--- config.mk ---
export PLATFORM = sky130hd
export DESIGN_NAME = tick_compare_timer
export DESIGN_NICKNAME = d
export VERILOG_FILES = /design/src/rtl/tick_pkg.sv /design/src/rtl/tick_count_reg.sv /design/src/rtl/tick_limit_cmp.sv /design/src/rtl/tick_softint_latch.sv /design/src/rtl/tick_compare_timer.sv
export SDC_FILE = /design/constraint.sdc
export NUM_CORES = 1
export LEC_CHECK = 0
export BUFFER_PORTS_ARGS = -buffer_cell sky130_fd_sc_hd__buf_2
export CAP_MARGIN = 20
export CELL_PAD_IN_SITES_DETAIL_PLACEMENT = 0
export CELL_PAD_IN_SITES_GLOBAL_PLACEMENT = 1
export CORE_UTILIZATION = 40
export CTS_CLUSTER_DIAMETER = 120
export DETAILED_ROUTE_END_ITERATION = 7
export PLACE_DENSITY_LB_ADDON = 0.12
export SYNTH_ARGS = -nofsm -noshare
export SYNTH_HDL_FRONTEND = slang
export SYNTH_SLANG_ARGS = --single-unit
--- constraint.sdc ---
create_clock -name clk -period 6.8 [get_ports clk]
set_input_delay 0 -clock clk [delete_from_list [all_inputs] [get_ports clk]]
set_output_delay 0 -clock clk [all_outputs]
set_load 0.01 [all_outputs]
--- src/rtl/tick_pkg.sv ---
package tick_pkg;
  // number of soft-interrupt lines a timer instance may drive
  localparam int SI_W = 2;

  // which soft-interrupt line an instance drives
  typedef enum logic [0:0] {
    SI_TICK  = 1'b0,
    SI_STICK = 1'b1
  } si_sel_e;
endpackage

--- src/rtl/tick_count_reg.sv ---
module tick_count_reg #(
  parameter int VAL_W = 63
) (
  input  logic             clk,
  input  logic             rst,
  input  logic             tick_en,
  input  logic             wr,
  input  logic [VAL_W:0]   wdata,
  output logic [VAL_W-1:0] val_o,
  output logic             flag_o
);
  localparam logic [VAL_W-1:0] MAX_VAL = '1;

  logic [VAL_W-1:0] val_q;
  logic             flag_q;

  always_ff @(posedge clk) begin
    if (rst) begin
      val_q  <= '0;
      flag_q <= 1'b0;
    end else if (wr) begin
      val_q  <= wdata[VAL_W-1:0];
      flag_q <= wdata[VAL_W];
    end else if (tick_en && (val_q != MAX_VAL)) begin
      val_q  <= val_q + 1'b1;
    end
  end

  assign val_o  = val_q;
  assign flag_o = flag_q;
endmodule

--- src/rtl/tick_limit_cmp.sv ---
module tick_limit_cmp #(
  parameter int VAL_W = 63
) (
  input  logic             clk,
  input  logic             rst,
  input  logic             wr,
  input  logic [VAL_W:0]   wdata,
  input  logic [VAL_W-1:0] cnt_val,
  output logic [VAL_W-1:0] lim_o,
  output logic             dis_o,
  output logic             hit_o
);
  logic [VAL_W-1:0] lim_q;
  logic             dis_q;
  logic             armed_q;
  logic             arm_ok;

  // a write arms the match only with a non-zero value and no disable flag
  assign arm_ok = (|wdata[VAL_W-1:0]) && !wdata[VAL_W];
  assign hit_o  = armed_q && (cnt_val == lim_q);

  always_ff @(posedge clk) begin
    if (rst) begin
      lim_q   <= '0;
      dis_q   <= 1'b0;
      armed_q <= 1'b0;
    end else if (wr) begin
      lim_q   <= wdata[VAL_W-1:0];
      dis_q   <= wdata[VAL_W];
      armed_q <= arm_ok;
    end else if (hit_o) begin
      armed_q <= 1'b0;
    end
  end

  assign lim_o = lim_q;
  assign dis_o = dis_q;
endmodule

--- src/rtl/tick_softint_latch.sv ---
module tick_softint_latch #(
  parameter int SI_W = 2,
  parameter int SEL  = 0
) (
  input  logic            clk,
  input  logic            rst,
  input  logic            hit,
  input  logic            clr,
  output logic [SI_W-1:0] soft_irq
);
  for (genvar g = 0; g < SI_W; g++) begin : g_line
    if (g == SEL) begin : g_drv
      logic bit_q;
      always_ff @(posedge clk) begin
        if (rst) bit_q <= 1'b0;
        else     bit_q <= hit | (bit_q & ~clr);
      end
      assign soft_irq[g] = bit_q;
    end else begin : g_idle
      assign soft_irq[g] = 1'b0;
    end
  end
endmodule

--- src/rtl/tick_compare_timer.sv ---
module tick_compare_timer #(
  parameter int               VAL_W   = 63,
  parameter tick_pkg::si_sel_e IRQ_SEL = tick_pkg::SI_TICK
) (
  input  logic                      clk,
  input  logic                      rst,
  input  logic                      tick_en,
  input  logic                      cnt_wr,
  input  logic                      lim_wr,
  input  logic [VAL_W:0]            wdata,
  input  logic                      irq_clr,
  output logic [VAL_W:0]            cnt_rdata,
  output logic [VAL_W:0]            lim_rdata,
  output logic [tick_pkg::SI_W-1:0] soft_irq
);
  localparam int SEL_IDX = int'(IRQ_SEL);

  logic [VAL_W-1:0] cnt_val;
  logic             cnt_flag;
  logic [VAL_W-1:0] lim_val;
  logic             lim_dis;
  logic             hit;

  tick_count_reg #(.VAL_W(VAL_W)) u_cnt (
    .clk     (clk),
    .rst     (rst),
    .tick_en (tick_en),
    .wr      (cnt_wr),
    .wdata   (wdata),
    .val_o   (cnt_val),
    .flag_o  (cnt_flag)
  );

  tick_limit_cmp #(.VAL_W(VAL_W)) u_lim (
    .clk     (clk),
    .rst     (rst),
    .wr      (lim_wr),
    .wdata   (wdata),
    .cnt_val (cnt_val),
    .lim_o   (lim_val),
    .dis_o   (lim_dis),
    .hit_o   (hit)
  );

  tick_softint_latch #(.SI_W(tick_pkg::SI_W), .SEL(SEL_IDX)) u_si (
    .clk      (clk),
    .rst      (rst),
    .hit      (hit),
    .clr      (irq_clr),
    .soft_irq (soft_irq)
  );

  assign cnt_rdata = {cnt_flag, cnt_val};
  assign lim_rdata = {lim_dis, lim_val};
endmodule

Yosys cells after proc, flatten, opt, wreduce, memory -nomap -nowiden
Index checks and enable logic that the tools add are counted.
W data, S select, Z words.
{"block": "word_totals", "register_bits": 130, "in_bits": 70, "out_inout_bits": 130, "elab_cells": 23}
{"block": "op_classes", "addsub": 1, "eq_ne": 2, "mux": 4, "n_bitwise": 3, "reduce_logical": 7}
{"op": "$mux W63", "count": 2}
{"op": "$add A63 B1 Y63 const B", "count": 1}
{"op": "$eq A63 B63 Y1", "count": 1}
{"op": "$ne A63 B63 Y1 const B", "count": 1}
{"op": "$reduce_or A63 Y1", "count": 1}
{"op": "$reduce_bool A2 Y1", "count": 2}
{"op": "$logic_and A1 B1 Y1", "count": 3}
{"op": "$mux W1", "count": 2}
{"op": "$and A1 B1 Y1", "count": 1}
{"op": "$logic_not A1 Y1", "count": 1}
{"op": "$not A1 Y1", "count": 1}
{"op": "$or A1 B1 Y1", "count": 1}

Logic depth before layout (Yosys ltp)
Gate-level depths: netlist (run 1).
{"block": "depth", "word_depth": 4, "mapped_depth": 9, "depth_no_buf": 7}

By module
From an unflattened synthesis (run 1), not the netlist that was laid out.
{"block": "unflattened", "hier_cells": 859, "area_unflattened_um2": 7449.6}
{"module": "tick_count_reg", "instances": 1, "cells_per_inst": 510, "area_each_um2": 4217.8, "seq_area_each_um2": 1281.2}
{"module": "tick_limit_cmp", "instances": 1, "cells_per_inst": 340, "area_each_um2": 3159.3, "seq_area_each_um2": 1301.2}
{"module": "tick_softint_latch", "instances": 1, "cells_per_inst": 7, "area_each_um2": 57.6, "seq_area_each_um2": 20.0}
{"module": "tick_compare_timer", "instances": 1, "cells_per_inst": 2, "area_each_um2": 15.0, "seq_area_each_um2": 0.0}

Least setup slack after synthesis (run 1)
Ideal clock, no wire load.
{"block": "synth_timing", "kind": "register to register", "startpoint": "register u_cnt.val_q[44], in the netlist u_cnt.val_o[44]", "endpoint": "register u_cnt.val_q[53], in the netlist u_cnt.val_o[53]", "setup_time_ns": 0.086, "arrival_time_ns": 2.301, "required_time_ns": 6.714, "setup_slack_ns": 4.413, "stages_incl_launch_ff": 9, "path_buffers": 2, "synth_period_minus_slack_ns": 2.387, "cell_sequence": "dfxtp_1 > nand4_1 > nor4_2 > and4_1 > buf_2 > or3_1 > buf_6 > mux2_2 > a211oi_1"}
{"block": "synth_between", "elab_chain_len": 3, "elab_cells_between_ends": 6, "cone_classes": "add/sub (1); eq/ne (1); mux (2); reduce/logical (2)"}
{"element": "from (decl)", "line_no": "tick_count_reg.sv:14", "text": "logic [VAL_W-1:0] val_q;"}
{"element": "from (signal assigned)", "line_no": "tick_count_reg.sv:22", "text": "val_q <= wdata[VAL_W-1:0];"}
{"element": "from (signal assigned)", "line_no": "tick_count_reg.sv:25", "text": "val_q <= val_q + 1'b1;"}
{"element": "$add A63 B1 Y63 or $ne A63 B63 Y1 (tied branches)", "line_no": "tick_count_reg.sv:25, tick_count_reg.sv:24"}
{"element": "$mux W63 or $logic_and A1 B1 Y1 (tied branches)", "line_no": "tick_count_reg.sv:24", "text": "end else if (tick_en && (val_q != MAX_VAL)) begin"}
{"element": "$mux W63 or $reduce_bool A2 Y1 (tied branches)"}
Several ways; a longest one is shown, not always the timed one. The select of a mux whose other input is x is not followed.
A chain may end at the register's enable or synchronous reset.

Worst setup path in the final report (run 1)
{"block": "layout_timing", "startpoint": "register u_cnt.val_q[43], in the netlist u_cnt.val_o[43]", "endpoint": "register u_cnt.val_q[53], in the netlist u_cnt.val_o[53]"}
The elaborated chain is that of the path after synthesis.

==> impl_metrics.ini, run 1 <==
[floorplanning]
pin_count = 200
die_y_um = 135
die_width_um = 135
die_area_um2 = 18300
core_um2 = 17300
rows = 48
start_util = 0.410

[synth]
yosysSeqAreaShare = 0.367
synth_nets = 907
ys_warn_count = 0
synth_cell_types = 62
syn_inst = 836
synth_edf_count = 0
synth_fa_ha_area_frac = 0.00176
yosys.area_share.simple = 0.259
synth-async-reset-ratio = 0
synth_area_um2 = 7100
synth_top_family_by_area = simple AND/OR/NAND/NOR gates
syn_avg_cell_area_um2 = 8.49
synth_xor_area_frac = 0.0889
synthMuxAreaShare = 0.0989
synth_compound_gate_area_share = 0.134
yosys_register_bits = 130
synthFlopType = dfxtp_1

[critical_path]
slowest_delay_ps = 790
path_cells = nand4_1, nor4_2, and4_1, or3_1, mux2_2, a211oi_1
critPathLaunchType = flop
critical_path_arrival_ps = 3760
cp_slowest_cell = nor4_2
end_kind = flop
crit_family = simple AND/OR/NAND/NOR gates
cp_num_buf_inv = 0
worstPathRequired_ps = 7140
cp_max_fo = 15
reg2reg_slack_ps = 3380
crit_type = reg -> reg

[min_path]
min_path_type = in -> reg

[drt]
avgViaCountPerCell = 5.68
drt_wl_total_mm = 27.7
met3_length_mm = 1.91
drtAntennaViolNets = 0
dr.first_iter.drc_count = 613
post_drt_wl_per_cell_um = 21.3
dr.max_layer_used = met4
wl_met2_mm = 12.9
drc = 0
met1_length_mm = 12.3
dr.pass1.iters = 6
vias = 7392

[pwr]
internal_power_uw = 1540
vdd_drop_max_v = 0.000165
p_leak_uw = 0.00403
p_comb_frac = 0.159
swShare = 0.285
power_frac_seq = 0.412
clkPwrFrac = 0.430
switchingPower_uw = 615
powerDensity_nw_per_um2 = 229

[place]
io_buffer_count = 198
gp_congestion = 0.956
dp_hpwl_mm = 20.3

[global_routing]
grtUsageTotal = 0.303
grt_pass1_wl_mm = 40.8
grt_pass1_vias = 6837
antenna_found_initial = 0
gr-total-overflow = 0
grt_max_degree = 66

[sta]
timing.final.crit_share = 0.503
fin_setup_tns_ps = 0
skew_ps = 7.55
min_period_ps = 3420
relSlewSlack = 0.378
hold_slack_ps = 70.7
slew_violations = 0
grt_setup_unrepaired = no
setup_viol = 0
finalHoldViolCount = 0
worst_pin_slew_ps = 924
max_freq_mhz = 292

[clocking]
cts_root_buf = clkbuf_16
ctsLongestPathBuffers = 2
clk_latency_ps = 430
clock_sinks = 130
numCtsBuffers = 17
clk_pin_slew_ps = 60
cts_tree = built
h-tree-depth = 4

[finish]
syn2layout_area_growth_pct = 32.5
final_core_util = 0.544
diodes = 0
nets = 1135
drive_gt1_frac = 0.229

[job]
maxCapViolCount = 0

[status]
outcome = complete, no violations
## sequential cells by signal, indices dropped and copies added (netlist names)
name,count
u_cnt.flag_o,1
u_cnt.val_o,63
u_lim.armed_q,1
u_lim.dis_o,1
u_lim.lim_o,63
u_si.g_line.g_drv.bit_q,1
## cells in the final DEF (no fill, tap or decap), types with 3 or more instances in the layout
| master | n |
|---|---|
| a211oi_1 | 36 |
| a21oi_1 | 11 |
| a311oi_1 | 13 |
| and2_1 | 4 |
| and3_1 | 16 |
| and4_1 | 6 |
| buf_2 | 196 |
| buf_4 | 5 |
| clkbuf_16 | 17 |
| clkbuf_8 | 4 |
| clkinv_2 | 5 |
| dfxtp_1 | 130 |
| dlygate4sd3_1 | 65 |
| inv_1 | 25 |
| mux2i_1 | 69 |
| nand2_1 | 30 |
| nand2b_1 | 24 |
| nand3_1 | 23 |
| nand4_1 | 41 |
| nor2_1 | 121 |
| nor2b_1 | 7 |
| nor3_1 | 20 |
| nor4_1 | 33 |
| nor4_2 | 3 |
| o2111ai_1 | 7 |
| o21ai_0 | 23 |
| o221ai_1 | 3 |
| o31ai_1 | 3 |
| or3_1 | 12 |
| xnor2_1 | 38 |
| xor2_1 | 34 |
## worst register-to-register path: stages (launching register included)
cell and delay (ps):
dfxtp_1 460, nand4_1 300, nor4_2 790, and4_1 770
or3_1 430, mux2_2 390, a211oi_1 210
## power by group through the flow
| stage | Clock, uW | Combinational, uW | Sequential (uW) |
|---|---|---|---|
| global route | 975 | 369 | 895 |
| finish | 926 | 342 | 887 |
| detailed placement | 0 | 311 | 902 |
| floorplan | 0 | 160 | 900 |
| global placement | 0 | 313 | 900 |
| CTS | 934 | 341 | 886 |
## routing by layer
layer / GRT usage / up-vias
li1: - / 3517
met1: 0.400 / 3518
met2: 0.491 / 318
met3: 0.0602 / 39
met4: 0.101 / 0
met5: 0 / -
## cells in the mapped netlist (all sizes together), types with 6 or more instances
cell type    n  area [um^2]
buf         15         98.8
a21oi       12         63.8
nor3        20          100
a211oi      36          270
nand2b      24          150
nand4       43          282
nand3       24          125
nand2       30          113
nor4        37          265
o21ai       23          115
a311oi      14          129
mux2i       69          691
inv         26         97.6
or3         12         75.1
and3        16          100
clkbuf      43          161
and4         6         52.6
xor2        34          298
nor2b        7         43.8
xnor2       38          333
dfxtp      130         2600
nor2       121          454
o2111ai      7         61.3
## stage by stage
step / total power [uW] / area (um^2) / setup slack (ps) / instances
floorplan: 1060 / 7100 / 4410 / 836
global placement: 1210 / 8140 / 3640 / 1204
detailed placement: 1210 / 8140 / 3490 / 1204
CTS: 2160 / 9380 / 3480 / 1300
global route: 2240 / 9410 / 3270 / 1301
finish: 2160 / 9410 / 3380 / 1301
## final cells by class
class	instances	area, um^2
Fill cell	1676	7890
Multi-Input combinational cell	622	4140
Sequential cell	130	2600
Timing Repair Buffer	267	1700
Clock buffer	22	484
Tap cell	225	282
Clock inverter	9	105
Inverter	26	98.8
## path summary, 6_finish.rpt
kind                   start  cells past startpoint         endpoint
max          u_cnt.val_o[43]                      6  u_cnt.val_o[53]
max reg2reg  u_cnt.val_o[43]                      6  u_cnt.val_o[53]
min                      rst                      2  u_lim.lim_o[45]
min reg2reg      u_lim.dis_o                      2      u_lim.dis_o
## cell families after synthesis
logic type / count (synthesis)
xor+xnor: 72
flops: 130
fa+ha+maj: 1
compound gates: 127
simple gates: 351
mux: 70
other cells: 1
buf+inv: 84
## repair_timing
item,CTS,global route
hold endpoints to repair,130,0
buffers inserted,0,0
gates resized for setup,0,0
hold buffers,65,0
Note: power is estimated with default switching activity, not from simulation.
==> run 2, diff against run 1 <==
CORE_UTILIZATION = 39   (was 40)
clock period = 3.3 ns   (was 6.8 ns; I/O delays follow)
==> run 2 against run 1 <==
Effect of this change:
- critical path depth did not move
- maximum frequency rose by 23%
- non-clock buffer count rose by 13
- combinational power rose by 110%
- setup slack got worse by 2900 ps
- worst hold slack improved by 21 ps
- highest routed layer unchanged
==> impl_metrics.ini, run 2 (synthesis results as in run 1) <==
[global_routing]
grt_pass1_vias = 6749
grt_max_degree = 75
antenna_found_initial = 0
grtUsageTotal = 0.301
gr-total-overflow = 0
grt_pass1_wl_mm = 41.5

[clocking]
clk_pin_slew_ps = 60
h-tree-depth = 4
clk_latency_ps = 430
numCtsBuffers = 17
post_cts_resized = 0
cts_setup_buffers = 0
cts_tree = built
clock_sinks = 130
cts_root_buf = clkbuf_16
ctsLongestPathBuffers = 2

[sta]
relSlewSlack = 0.478
min_period_ps = 2780
worst_pin_slew_ps = 776
setup_viol = 0
fin_ws_ps = 517
timing.final.crit_share = 0.843
finalHoldViolCount = 0
skew_ps = 9.94
max_freq_mhz = 359
grt_setup_unrepaired = no
fin_setup_tns_ps = 0
slew_violations = 0

[critical_path]
cp_max_fo = 8
crit_type = reg -> reg
critical_path_arrival_ps = 3120
worstRegToRegCells = 6
r2r_start = u_cnt.val_o[30]
worstPathRequired_ps = 3630
end_kind = flop
reg2reg_slack_ps = 520
r2r-end = u_cnt.val_o[51]
critPathLaunchType = flop

[drt]
dr.pass1.iters = 7
drt_wl_total_mm = 28.1
drtAntennaViolNets = 0
avgViaCountPerCell = 5.67
post_drt_wl_per_cell_um = 21.3
vias = 7455
drc = 0
dr.first_iter.drc_count = 512

[status]
outcome = complete, no violations

[floorplanning]
pin_count = 200
core_um2 = 17500
die_area_um2 = 18700
die_width_um = 137
die_y_um = 137
rows = 48
start_util = 0.405

[finish]
final_common_cell = buf_2
fill_cells = 1710
drive_gt1_frac = 0.237
diodes = 0
nets = 1148
syn2layout_area_growth_pct = 34.3
mostFrequentLayoutCells = 196 x buf_2, 130 x dfxtp_1, 121 x nor2_1
design_area_um2 = 9530
final_core_util = 0.544

[place]
placed_area_um2 = 8240
gp_congestion = 0.917
io_buffer_count = 198
pre_cts_ws_ps = 586
dp_hpwl_mm = 20.8

[min_path]
holdPathStages = 2
holdCritStartpoint = rst
hold-path-endpoint = u_lim.lim_o[14]
min_path_type = in -> reg

[pwr]
powerDensity_nw_per_um2 = 484
p_leak_uw = 0.00410
vdd_drop_max_v = 0.000363

[job]
maxCapViolCount = 0
## run 2: cell types whose count changed in the layout (fill, tap and decap cells not counted), moves of 2 or more
cell       before  now
buf_4           5   19
clkinv_2        5    2
bufinv_16       2    4
clkbuf_1        1    3
## run 2: timing repair
| item | CTS | global route |
|---|---|---|
| endpoints found under the setup margin | 0 | 0 |
| hold buffers | 65 | 0 |
| endpoints found under the hold margin | 130 | 0 |
## run 2: per-stage QoR
step                instances  hold WS [ps]  power [uW]
detailed placement       1218           266        2510
global placement         1218           258        2510
finish                   1315          91.8        4620
CTS                      1315          93.2        4640
global route             1315           112        4780
floorplan                 836           108        2180
## run 2: critical path, stage by stage, from the launching register on
cell	delay, ps
dfxtp_1	520
nand4_2	290
nor4_2	310
nand4_1	320
or3_1	600
or3_1	420
a311oi_2	230
## run 2: final cells by class
cell class              instances  area, um^2  area share
inverters                      26        98.8      0.0104
flip-flops and latches        130        2600       0.273
multi-input cells             622        4140       0.434
clock inverters                 8         149      0.0156
repair buffers                280        1770       0.186
clock buffers                  24         492      0.0516
well taps                     225         282      0.0295
## run 2: layer usage
metal	up-vias	global-route usage	wire length (um)
met2	321	0.484	13000
met4	0	0.0952	681
met5	-	0	0
li1	3537	-	-
met3	39	0.0567	1870
met1	3558	0.406	12500
## run 2: report_power, final
group          total [uW]  leakage, uW  switching, uW  internal (uW)
clock                2070     0.000307            727           1350
combinational         714      0.00271            392            322
sequential           1830      0.00108            159           1670
## run 2: how the worst max path moves through the flow
stage	startpoint	to	slack (ps)	cells after the start
5_1_grt	u_cnt.val_o[43]	u_cnt.val_o[15]	280	6
3_5_place_dp	u_cnt.val_o[43]	u_cnt.val_o[53]	590	6
6_report	u_cnt.val_o[30]	u_cnt.val_o[51]	520	6
2_1_floorplan	u_cnt.val_o[44]	u_cnt.val_o[53]	910	8
3_3_place_gp	u_cnt.val_o[44]	u_cnt.val_o[53]	620	6
4_1_cts	u_cnt.val_o[43]	u_cnt.val_o[53]	560	6
